$ cat src/rtl/pit_pkg.sv
package pit_pkg;

    localparam logic [3:0] PIT_PREFIX = 4'b1001;

    typedef enum logic [2:0] {
        ST_IDLE,
        ST_RX,
        ST_ACK,
        ST_TX,
        ST_MACK,
        ST_SKIP
    } pit_state_e;

    typedef enum logic [1:0] {
        BK_ADDR,
        BK_PTR,
        BK_DATA
    } pit_kind_e;

    // strap code: 00 low, 01 high, 1x floating
    function automatic logic [2:0] pit_decode(input logic [1:0] cu, input logic [1:0] cv);
        logic fu, hu, fv, hv;
        logic [1:0] lo2;
        fu = cu[1];
        hu = ~cu[1] & cu[0];
        fv = cv[1];
        hv = ~cv[1] & cv[0];
        if (fu)      lo2 = 2'b11;
        else if (fv) lo2 = 2'b01;
        else if (hv) lo2 = 2'b10;
        else         lo2 = 2'b00;
        return {hu | (fu & hv), lo2};
    endfunction

endpackage

$ cat src/rtl/pit_busmon.sv
module pit_busmon #(
    parameter int SYNC_STAGES = 2
) (
    input  logic clk,
    input  logic rst_n,
    input  logic scl_i,
    input  logic sda_i,
    output logic scl_rise,
    output logic scl_fall,
    output logic sda_lvl,
    output logic start_ev,
    output logic stop_ev
);
    localparam int NLINES = 2;  // 0: SCL, 1: SDA

    typedef struct packed {
        logic [NLINES-1:0][SYNC_STAGES-1:0] chain;
        logic [NLINES-1:0]                  prev;
    } mon_t;

    mon_t q, n;
    logic [NLINES-1:0] raw, cur;

    assign raw = {sda_i, scl_i};

    for (genvar g = 0; g < NLINES; g++) begin : g_line
        assign cur[g] = q.chain[g][SYNC_STAGES-1];
    end

    always_comb begin
        n = q;
        for (int i = 0; i < NLINES; i++) begin
            n.chain[i] = {q.chain[i][SYNC_STAGES-2:0], raw[i]};
        end
        n.prev = cur;
    end

    always_ff @(posedge clk or negedge rst_n) begin
        if (!rst_n) q <= '1;
        else        q <= n;
    end

    assign scl_rise = cur[0] & ~q.prev[0];
    assign scl_fall = ~cur[0] & q.prev[0];
    assign sda_lvl  = cur[1];
    assign start_ev = cur[0] & q.prev[0] & q.prev[1] & ~cur[1];
    assign stop_ev  = cur[0] & q.prev[0] & ~q.prev[1] & cur[1];

endmodule

$ cat src/rtl/pit_straps.sv
module pit_straps
    import pit_pkg::*;
(
    input  logic       clk,
    input  logic       rst_n,
    input  logic [1:0] strap_u,
    input  logic [1:0] strap_v,
    input  logic       relatch_req,
    output logic [6:0] dev_addr,
    output logic       addr_ok
);
    typedef struct packed {
        logic [2:0] low;
        logic       ok;
    } strap_t;

    strap_t q, n;

    always_comb begin
        n = q;
        if (!q.ok || relatch_req) begin
            n.low = pit_decode(strap_u, strap_v);
            n.ok  = 1'b1;
        end
    end

    always_ff @(posedge clk or negedge rst_n) begin
        if (!rst_n) q <= '0;
        else        q <= n;
    end

    assign dev_addr = {PIT_PREFIX, q.low};
    assign addr_ok  = q.ok;

    assert_latch_hold_R2: assert property (@(posedge clk) disable iff (!rst_n)
        (q.ok && !relatch_req) |=> $stable(q.low));

endmodule

$ cat src/rtl/pit_engine.sv
module pit_engine
    import pit_pkg::*;
#(
    parameter int PTR_W  = 2,
    parameter int DATA_W = 16,
    parameter logic [(2**PTR_W)-1:0] RO_MASK = '0
) (
    input  logic              clk,
    input  logic              rst_n,
    input  logic              scl_rise,
    input  logic              scl_fall,
    input  logic              sda_lvl,
    input  logic              start_ev,
    input  logic              stop_ev,
    input  logic [6:0]        dev_addr,
    input  logic              addr_ok,
    input  logic [DATA_W-1:0] rf_rdata,
    output logic              sda_oe,
    output logic [PTR_W-1:0]  rf_idx,
    output logic [DATA_W-1:0] rf_wdata,
    output logic              rf_we
);
    localparam int NBYTES = DATA_W / 8;
    localparam int BI_W   = (NBYTES > 1) ? $clog2(NBYTES) : 1;
    localparam logic [BI_W-1:0] LAST_IDX = BI_W'(NBYTES - 1);

    typedef struct packed {
        pit_state_e        st;
        pit_kind_e         kind;
        logic [3:0]        cnt;
        logic [7:0]        sh;
        logic              rw;
        logic [PTR_W-1:0]  ptr;
        logic [BI_W-1:0]   bidx;
        logic [DATA_W-9:0] wbuf;
        logic              oe;
        logic              mack;
        logic              we;
        logic [DATA_W-1:0] wdata;
    } eng_t;

    eng_t q, n;

    function automatic logic [7:0] pick(input logic [DATA_W-1:0] w, input logic [BI_W-1:0] i);
        logic [7:0] b;
        b = '0;
        for (int k = 0; k < NBYTES; k++) begin
            if (BI_W'(k) == i) b = w[(NBYTES-1-k)*8 +: 8];
        end
        return b;
    endfunction

    always_comb begin
        logic [DATA_W-1:0] cat;
        logic [BI_W-1:0]   ni;
        logic [7:0]        nb;
        logic [7:0]        fb;
        n    = q;
        n.we = 1'b0;
        cat  = {q.wbuf, q.sh};
        ni   = (q.bidx == LAST_IDX) ? '0 : q.bidx + 1'b1;
        nb   = pick(rf_rdata, ni);
        fb   = pick(rf_rdata, '0);
        if (stop_ev) begin
            n.st = ST_IDLE;
            n.oe = 1'b0;
        end else if (start_ev) begin
            n.st   = ST_RX;
            n.kind = BK_ADDR;
            n.cnt  = '0;
            n.oe   = 1'b0;
        end else begin
            unique case (q.st)
                ST_RX: begin
                    if (scl_rise) begin
                        n.sh  = {q.sh[6:0], sda_lvl};
                        n.cnt = q.cnt + 4'd1;
                    end else if (scl_fall && q.cnt == 4'd8) begin
                        unique case (q.kind)
                            BK_ADDR: begin
                                if (addr_ok && q.sh[7:1] == dev_addr) begin
                                    n.rw = q.sh[0];
                                    n.st = ST_ACK;
                                    n.oe = 1'b1;
                                end else begin
                                    n.st = ST_SKIP;
                                end
                            end
                            BK_PTR: begin
                                n.ptr  = q.sh[PTR_W-1:0];
                                n.bidx = '0;
                                n.st   = ST_ACK;
                                n.oe   = 1'b1;
                            end
                            default: begin
                                if (q.bidx == LAST_IDX) begin
                                    n.we    = ~RO_MASK[q.ptr];
                                    n.wdata = cat;
                                    n.bidx  = '0;
                                end else begin
                                    n.wbuf = cat[DATA_W-9:0];
                                    n.bidx = q.bidx + 1'b1;
                                end
                                n.st = ST_ACK;
                                n.oe = 1'b1;
                            end
                        endcase
                    end
                end
                ST_ACK: begin
                    if (scl_fall) begin
                        n.cnt = '0;
                        if (q.kind == BK_ADDR && q.rw) begin
                            n.st   = ST_TX;
                            n.bidx = '0;
                            n.sh   = fb;
                            n.oe   = ~fb[7];
                        end else begin
                            n.st   = ST_RX;
                            n.oe   = 1'b0;
                            n.kind = (q.kind == BK_ADDR) ? BK_PTR : BK_DATA;
                        end
                    end
                end
                ST_TX: begin
                    if (scl_fall) begin
                        if (q.cnt == 4'd7) begin
                            n.st = ST_MACK;
                            n.oe = 1'b0;
                        end else begin
                            n.cnt = q.cnt + 4'd1;
                            n.sh  = {q.sh[6:0], 1'b0};
                            n.oe  = ~q.sh[6];
                        end
                    end
                end
                ST_MACK: begin
                    if (scl_rise) begin
                        n.mack = ~sda_lvl;
                    end else if (scl_fall) begin
                        if (q.mack) begin
                            n.st   = ST_TX;
                            n.cnt  = '0;
                            n.bidx = ni;
                            n.sh   = nb;
                            n.oe   = ~nb[7];
                        end else begin
                            n.st = ST_SKIP;
                        end
                    end
                end
                default: ;
            endcase
        end
    end

    always_ff @(posedge clk or negedge rst_n) begin
        if (!rst_n) q <= '0;
        else        q <= n;
    end

    assign sda_oe   = q.oe;
    assign rf_idx   = q.ptr;
    assign rf_wdata = q.wdata;
    assign rf_we    = q.we;

    assert_start_addr_R3: assert property (@(posedge clk) disable iff (!rst_n)
        start_ev |=> (q.st == ST_RX && q.kind == BK_ADDR && q.cnt == 4'd0));

    assert_quiet_R11: assert property (@(posedge clk) disable iff (!rst_n)
        (q.st == ST_IDLE || q.st == ST_SKIP) |-> !q.oe);

    assert_we_pulse_R6: assert property (@(posedge clk) disable iff (!rst_n)
        q.we |=> !q.we);

    assert_ro_drop_R7: assert property (@(posedge clk) disable iff (!rst_n)
        q.we |-> !RO_MASK[q.ptr]);

    assert_ptr_hold_R9: assert property (@(posedge clk) disable iff (!rst_n)
        !(q.st == ST_RX && q.kind == BK_PTR) |=> $stable(q.ptr));

    assert_abort_keep_R10: assert property (@(posedge clk) disable iff (!rst_n)
        (start_ev || stop_ev) |=> $stable(q.ptr));

endmodule

$ cat src/rtl/ptr_i2c_target.sv
module ptr_i2c_target #(
    parameter int PTR_W       = 2,
    parameter int DATA_W      = 16,
    parameter int SYNC_STAGES = 2,
    parameter logic [(2**PTR_W)-1:0] RO_MASK = 4'b0001
) (
    input  logic              clk,
    input  logic              rst_n,
    input  logic              scl_i,
    input  logic              sda_i,
    output logic              sda_oe,
    input  logic [1:0]        strap_u,
    input  logic [1:0]        strap_v,
    input  logic              relatch_req,
    output logic [PTR_W-1:0]  rf_idx,
    input  logic [DATA_W-1:0] rf_rdata,
    output logic [DATA_W-1:0] rf_wdata,
    output logic              rf_we
);
    logic       scl_rise, scl_fall, sda_lvl, start_ev, stop_ev;
    logic [6:0] dev_addr;
    logic       addr_ok;

    pit_busmon #(.SYNC_STAGES(SYNC_STAGES)) u_mon (
        .clk      (clk),
        .rst_n    (rst_n),
        .scl_i    (scl_i),
        .sda_i    (sda_i),
        .scl_rise (scl_rise),
        .scl_fall (scl_fall),
        .sda_lvl  (sda_lvl),
        .start_ev (start_ev),
        .stop_ev  (stop_ev)
    );

    pit_straps u_straps (
        .clk         (clk),
        .rst_n       (rst_n),
        .strap_u     (strap_u),
        .strap_v     (strap_v),
        .relatch_req (relatch_req),
        .dev_addr    (dev_addr),
        .addr_ok     (addr_ok)
    );

    pit_engine #(.PTR_W(PTR_W), .DATA_W(DATA_W), .RO_MASK(RO_MASK)) u_eng (
        .clk      (clk),
        .rst_n    (rst_n),
        .scl_rise (scl_rise),
        .scl_fall (scl_fall),
        .sda_lvl  (sda_lvl),
        .start_ev (start_ev),
        .stop_ev  (stop_ev),
        .dev_addr (dev_addr),
        .addr_ok  (addr_ok),
        .rf_rdata (rf_rdata),
        .sda_oe   (sda_oe),
        .rf_idx   (rf_idx),
        .rf_wdata (rf_wdata),
        .rf_we    (rf_we)
    );

endmodule

$ cat config.mk
export PLATFORM = sky130hd
export DESIGN_NAME = ptr_i2c_target
export DESIGN_NICKNAME = d
export VERILOG_FILES = /design/src/rtl/pit_pkg.sv /design/src/rtl/pit_busmon.sv /design/src/rtl/pit_straps.sv /design/src/rtl/pit_engine.sv /design/src/rtl/ptr_i2c_target.sv
export SDC_FILE = /design/constraint.sdc
export NUM_CORES = 1
export LEC_CHECK = 0
export ABC_AREA = 1
export BUFFER_PORTS_ARGS = -buffer_cell sky130_fd_sc_hd__buf_2
export CORE_AREA = 4 4 103 85
export CTS_CLUSTER_DIAMETER = 40
export DETAILED_ROUTE_END_ITERATION = 8
export DIE_AREA = 0 0 107 89
export MAX_ROUTING_LAYER = met4
export PLACE_DENSITY = 0.64
export RECOVER_POWER = 100
export SLEW_MARGIN = 20
export SYNTH_ARGS = -nofsm -noshare
export SYNTH_HDL_FRONTEND = slang
export SYNTH_SLANG_ARGS = --single-unit
$ cat constraint.sdc
create_clock -name clk -period 1.45 [get_ports clk]
set_input_delay 0 -clock clk [delete_from_list [all_inputs] [get_ports clk]]
set_output_delay 0 -clock clk [all_outputs]
set_load 0.03 [all_outputs]
==> metrics <==
YS warnings 0; Leakage between 2 and 2.5 nW; Setup Skew between 0.01 and 0.015 ns; period utilization 1.171; die width 107 um; Via Count 2912; Hold Crit Endpoint u_eng.q[35]; Min-Delay Path Depth 5; Area Growth Syn to Fin 46.83%; count leader, synth nand2_1; worst r2r dst u_eng.rf_wdata[3]; most frequent CP cell nand2_2; Yosys reg bits between 50 and 60; crit path buf inv count 3; Synth Instances approximately 390; Synth area leader dfrtp_1; vias in the first global route between 2000 and 3000; Syn Area/Cell 7.734 um^2; Num CTS Buffers 9; Crit-path slowest cell dfrtp_1; Unique masters post-synth 31; IO Count 45; CP Max Fanout 8; met2 Use GR 0.2897; Final Slew Violations 0; nature of the critical path startpoint register; NumNets Final ~530; all-layer global routing usage 0.1857; ANT cells 0; Remaining Overflow, GRT 0; Syn Nets roughly 420; crit-path cells inv_2 > ha_4 > nand2_4 > nor3_4 > nand2_2 > inv_4 > nand3_4 > clkbuf_16 > nand2_2 > o21ai_1; first-pass GRT wire length around 13000 um; Worst-Skew Late Latency around 0.34 ns; Seq/Total Area, Yosys 0.4824; Post-Syn Area roughly 3000 um^2; Final min period about 1.7 ns; Power Density ~1500 nW/um^2; FILL cells 730; grt peak-use layer met2; slew of the pin with the lowest slew margin 0.7920 ns; failing checks negative setup slack; Reg-to-Reg Start u_eng.q[39]; top cells by count, synth 124 x nand2_1, 52 x dfrtp_1, 45 x inv_1; post-synth top area share 0.4303; drt drc 0; Initial Utilization 0.3895; die area about 9500 um^2; Routability Congestion between 0.9 and 1; multi-input logic area about 1600 um^2; clk slew on worst S/H paths approximately 0.08 ns; slowest stage delay, CP about 0.42 ns; type of the most critical hold path in -> reg; Post-synth EDFFs 0; Avg Vias per Cell 4.743; placed cell areas between 3000 and 4000 um^2; worst vdd ir ~0.00083 V; Max Cap Viol 0; Worst Path Required ~1.7 ns; final hold vios 0; core area approximately 7800 um^2; Final setup viols between 40 and 50; outcome finished with violations; arrival time of the worst setup path 1.93 ns; Final Power a little under 7 mW; dominant cells by area after synthesis dfrtp_1 43%, nand2_1 15%, inv_1 5.6%; final wirelength between 8000 and 9000 um; clock buffer depth 2; row count 29; Iteration-0 DRC Markers 176; largest net degree at the start of global routing 59; cells on worst reg2reg path 10; global-route track usage on met1 0.2515; CP Capture Type register; CP Class reg -> reg; Clock Tree Root clkbuf_8; DRT antenna net count 0; Fmax roughly 590 MHz; Die Y between 80 and 90 um; hold path start rf_rdata[4]; slew margin rel. 0.4720; DR WL/cell approximately 14 um; Initial DRT Pass Iterations 5; FF/Latch Area between 1000 and 1500 um^2; htree depth 3; initial antenna violation count 0; Final Instance Area 4441 um^2; RSZ-0062 raised after global routing true; PortBufs 44; asr flop ratio synth 1.000; clk sinks just under 60; fraction of layout cells with a size suffix above 1 0.3893; Crit path max-delay family simple AND/OR/NAND/NOR gates; Detail Placement HPWL about 5600 um; TritonCTS clock tree yes; Post-synth top flop dfrtp_1; FF-to-FF setup slack -0.25 ns; Placement Setup Slack -0.2146 ns; Final WS setup -0.2484 ns; GR met3 Demand/Resource 0.03827
state kept, by name, summed over array words and instances, names as in the netlist:
name               flops
u_eng.q               28
u_straps.dev_addr      3
u_eng.rf_wdata        16
u_mon.n                2
u_mon.cur              1
u_eng.rf_we            1
u_mon.q                2
u_mon.sda_lvl          1
u_eng.sda_oe           1
u_straps.addr_ok       1
u_eng.rf_idx           2
layout by cell type, fill, tap and decap left out, types with 6 or more instances in the layout:
master and n:
dfrtp_1 52, o21ai_2 12, nor2_4 7, inv_1 40, dlygate4sd3_1 13, a21oi_1 6, clkbuf_8 9, nand3_1 13
o21ai_0 12, dfstp_2 6, nand2_4 15, a22oi_1 7, buf_2 25, o21ai_1 22, nand2_2 23, buf_4 55
nor2_1 17, inv_2 6, nand2_1 90, clkbuf_1 19, nor2_2 11
tightest hold or removal path, cell delays in order:
cell and delay [ns]:
buf_2 0.09, a22oi_1 0.07, o21ai_0 0.07, nand2_1 0.05, nand2_1 0.05
power breakdown:
group | leakage (nW) | switching, mW | internal (mW)
clock network | 0.106 | 0.715 | 0.978
logic | 1.29 | 1.80 | 1.18
registers | 0.755 | 0.225 | 1.87
total | 2.15 | 2.74 | 4.03
metrics by stage:
step	setup TNS, ns	cells	utilization	hold slack [ns]
finish	-8.181	614	0.5719	0.01338
global route	-13.17	614	0.5719	0.05198
CTS	-5.212	603	0.5309	0.0004761
detailed placement	-6.384	565	0.4662	0.03233
global placement	-4.730	565	0.4662	0.02890
floorplan	-0.2672	391	-	-0.2956
final cells by class:
type	instances	area share
Inverter	48	0.04170
Tap cell	108	0.03043
Sequential cell	58	0.3285
Clock inverter	7	0.02282
Clock buffer	9	0.02790
Timing Repair Buffer	120	0.1941
Timing Repair inverter	1	0.001691
Multi-Input combinational cell	263	0.3528
timing repair:
action,4_1_cts,5_1_grt
gates resized for setup,27,70
gates cloned,1,4
setup buffers,8,7
hold buffers,13,0
endpoints found under the setup margin,44,48
endpoints found under the hold margin,67,0
pin swaps,10,11
worst max path at each step:
stage	to	start	depth (start not counted)	slack (ns)
5_1_grt	u_eng.rf_wdata[3]	u_eng.q[39]	10	-0.35
3_5_place_dp	u_eng.q[40]	u_mon.q[0]	7	-0.21
6_report	u_eng.rf_wdata[3]	u_eng.q[39]	10	-0.25
3_3_place_gp	u_eng.q[45]	u_mon.q[0]	10	-0.15
2_1_floorplan	u_eng.sda_oe	u_mon.cur[0]	9	-0.05
4_1_cts	u_eng.q[40]	u_mon.cur[0]	10	-0.17
logic make-up (layout without fill, tap and decap cells):
logic type	after synthesis	count (layout)	synth area share
other	1	1	0.001240
and+or+nand+nor	189	190	0.2627
buffers and inverters	71	185	0.1134
AOI/OAI and AO/OA	68	68	0.1262
DFF	58	58	0.4824
adders and majority gates	2	2	0.008273
xor gates and xnor gates	2	2	0.005793
per-layer routing:
layer	wire [um]	share of wire	up-vias
met2	3865	0.46	80
met1	4059	0.49	1367
met5	0	0	-
met3	381	0.046	8
li1	-	-	1457
met4	57	0.0068	0
(Power assumes the default switching activity.)
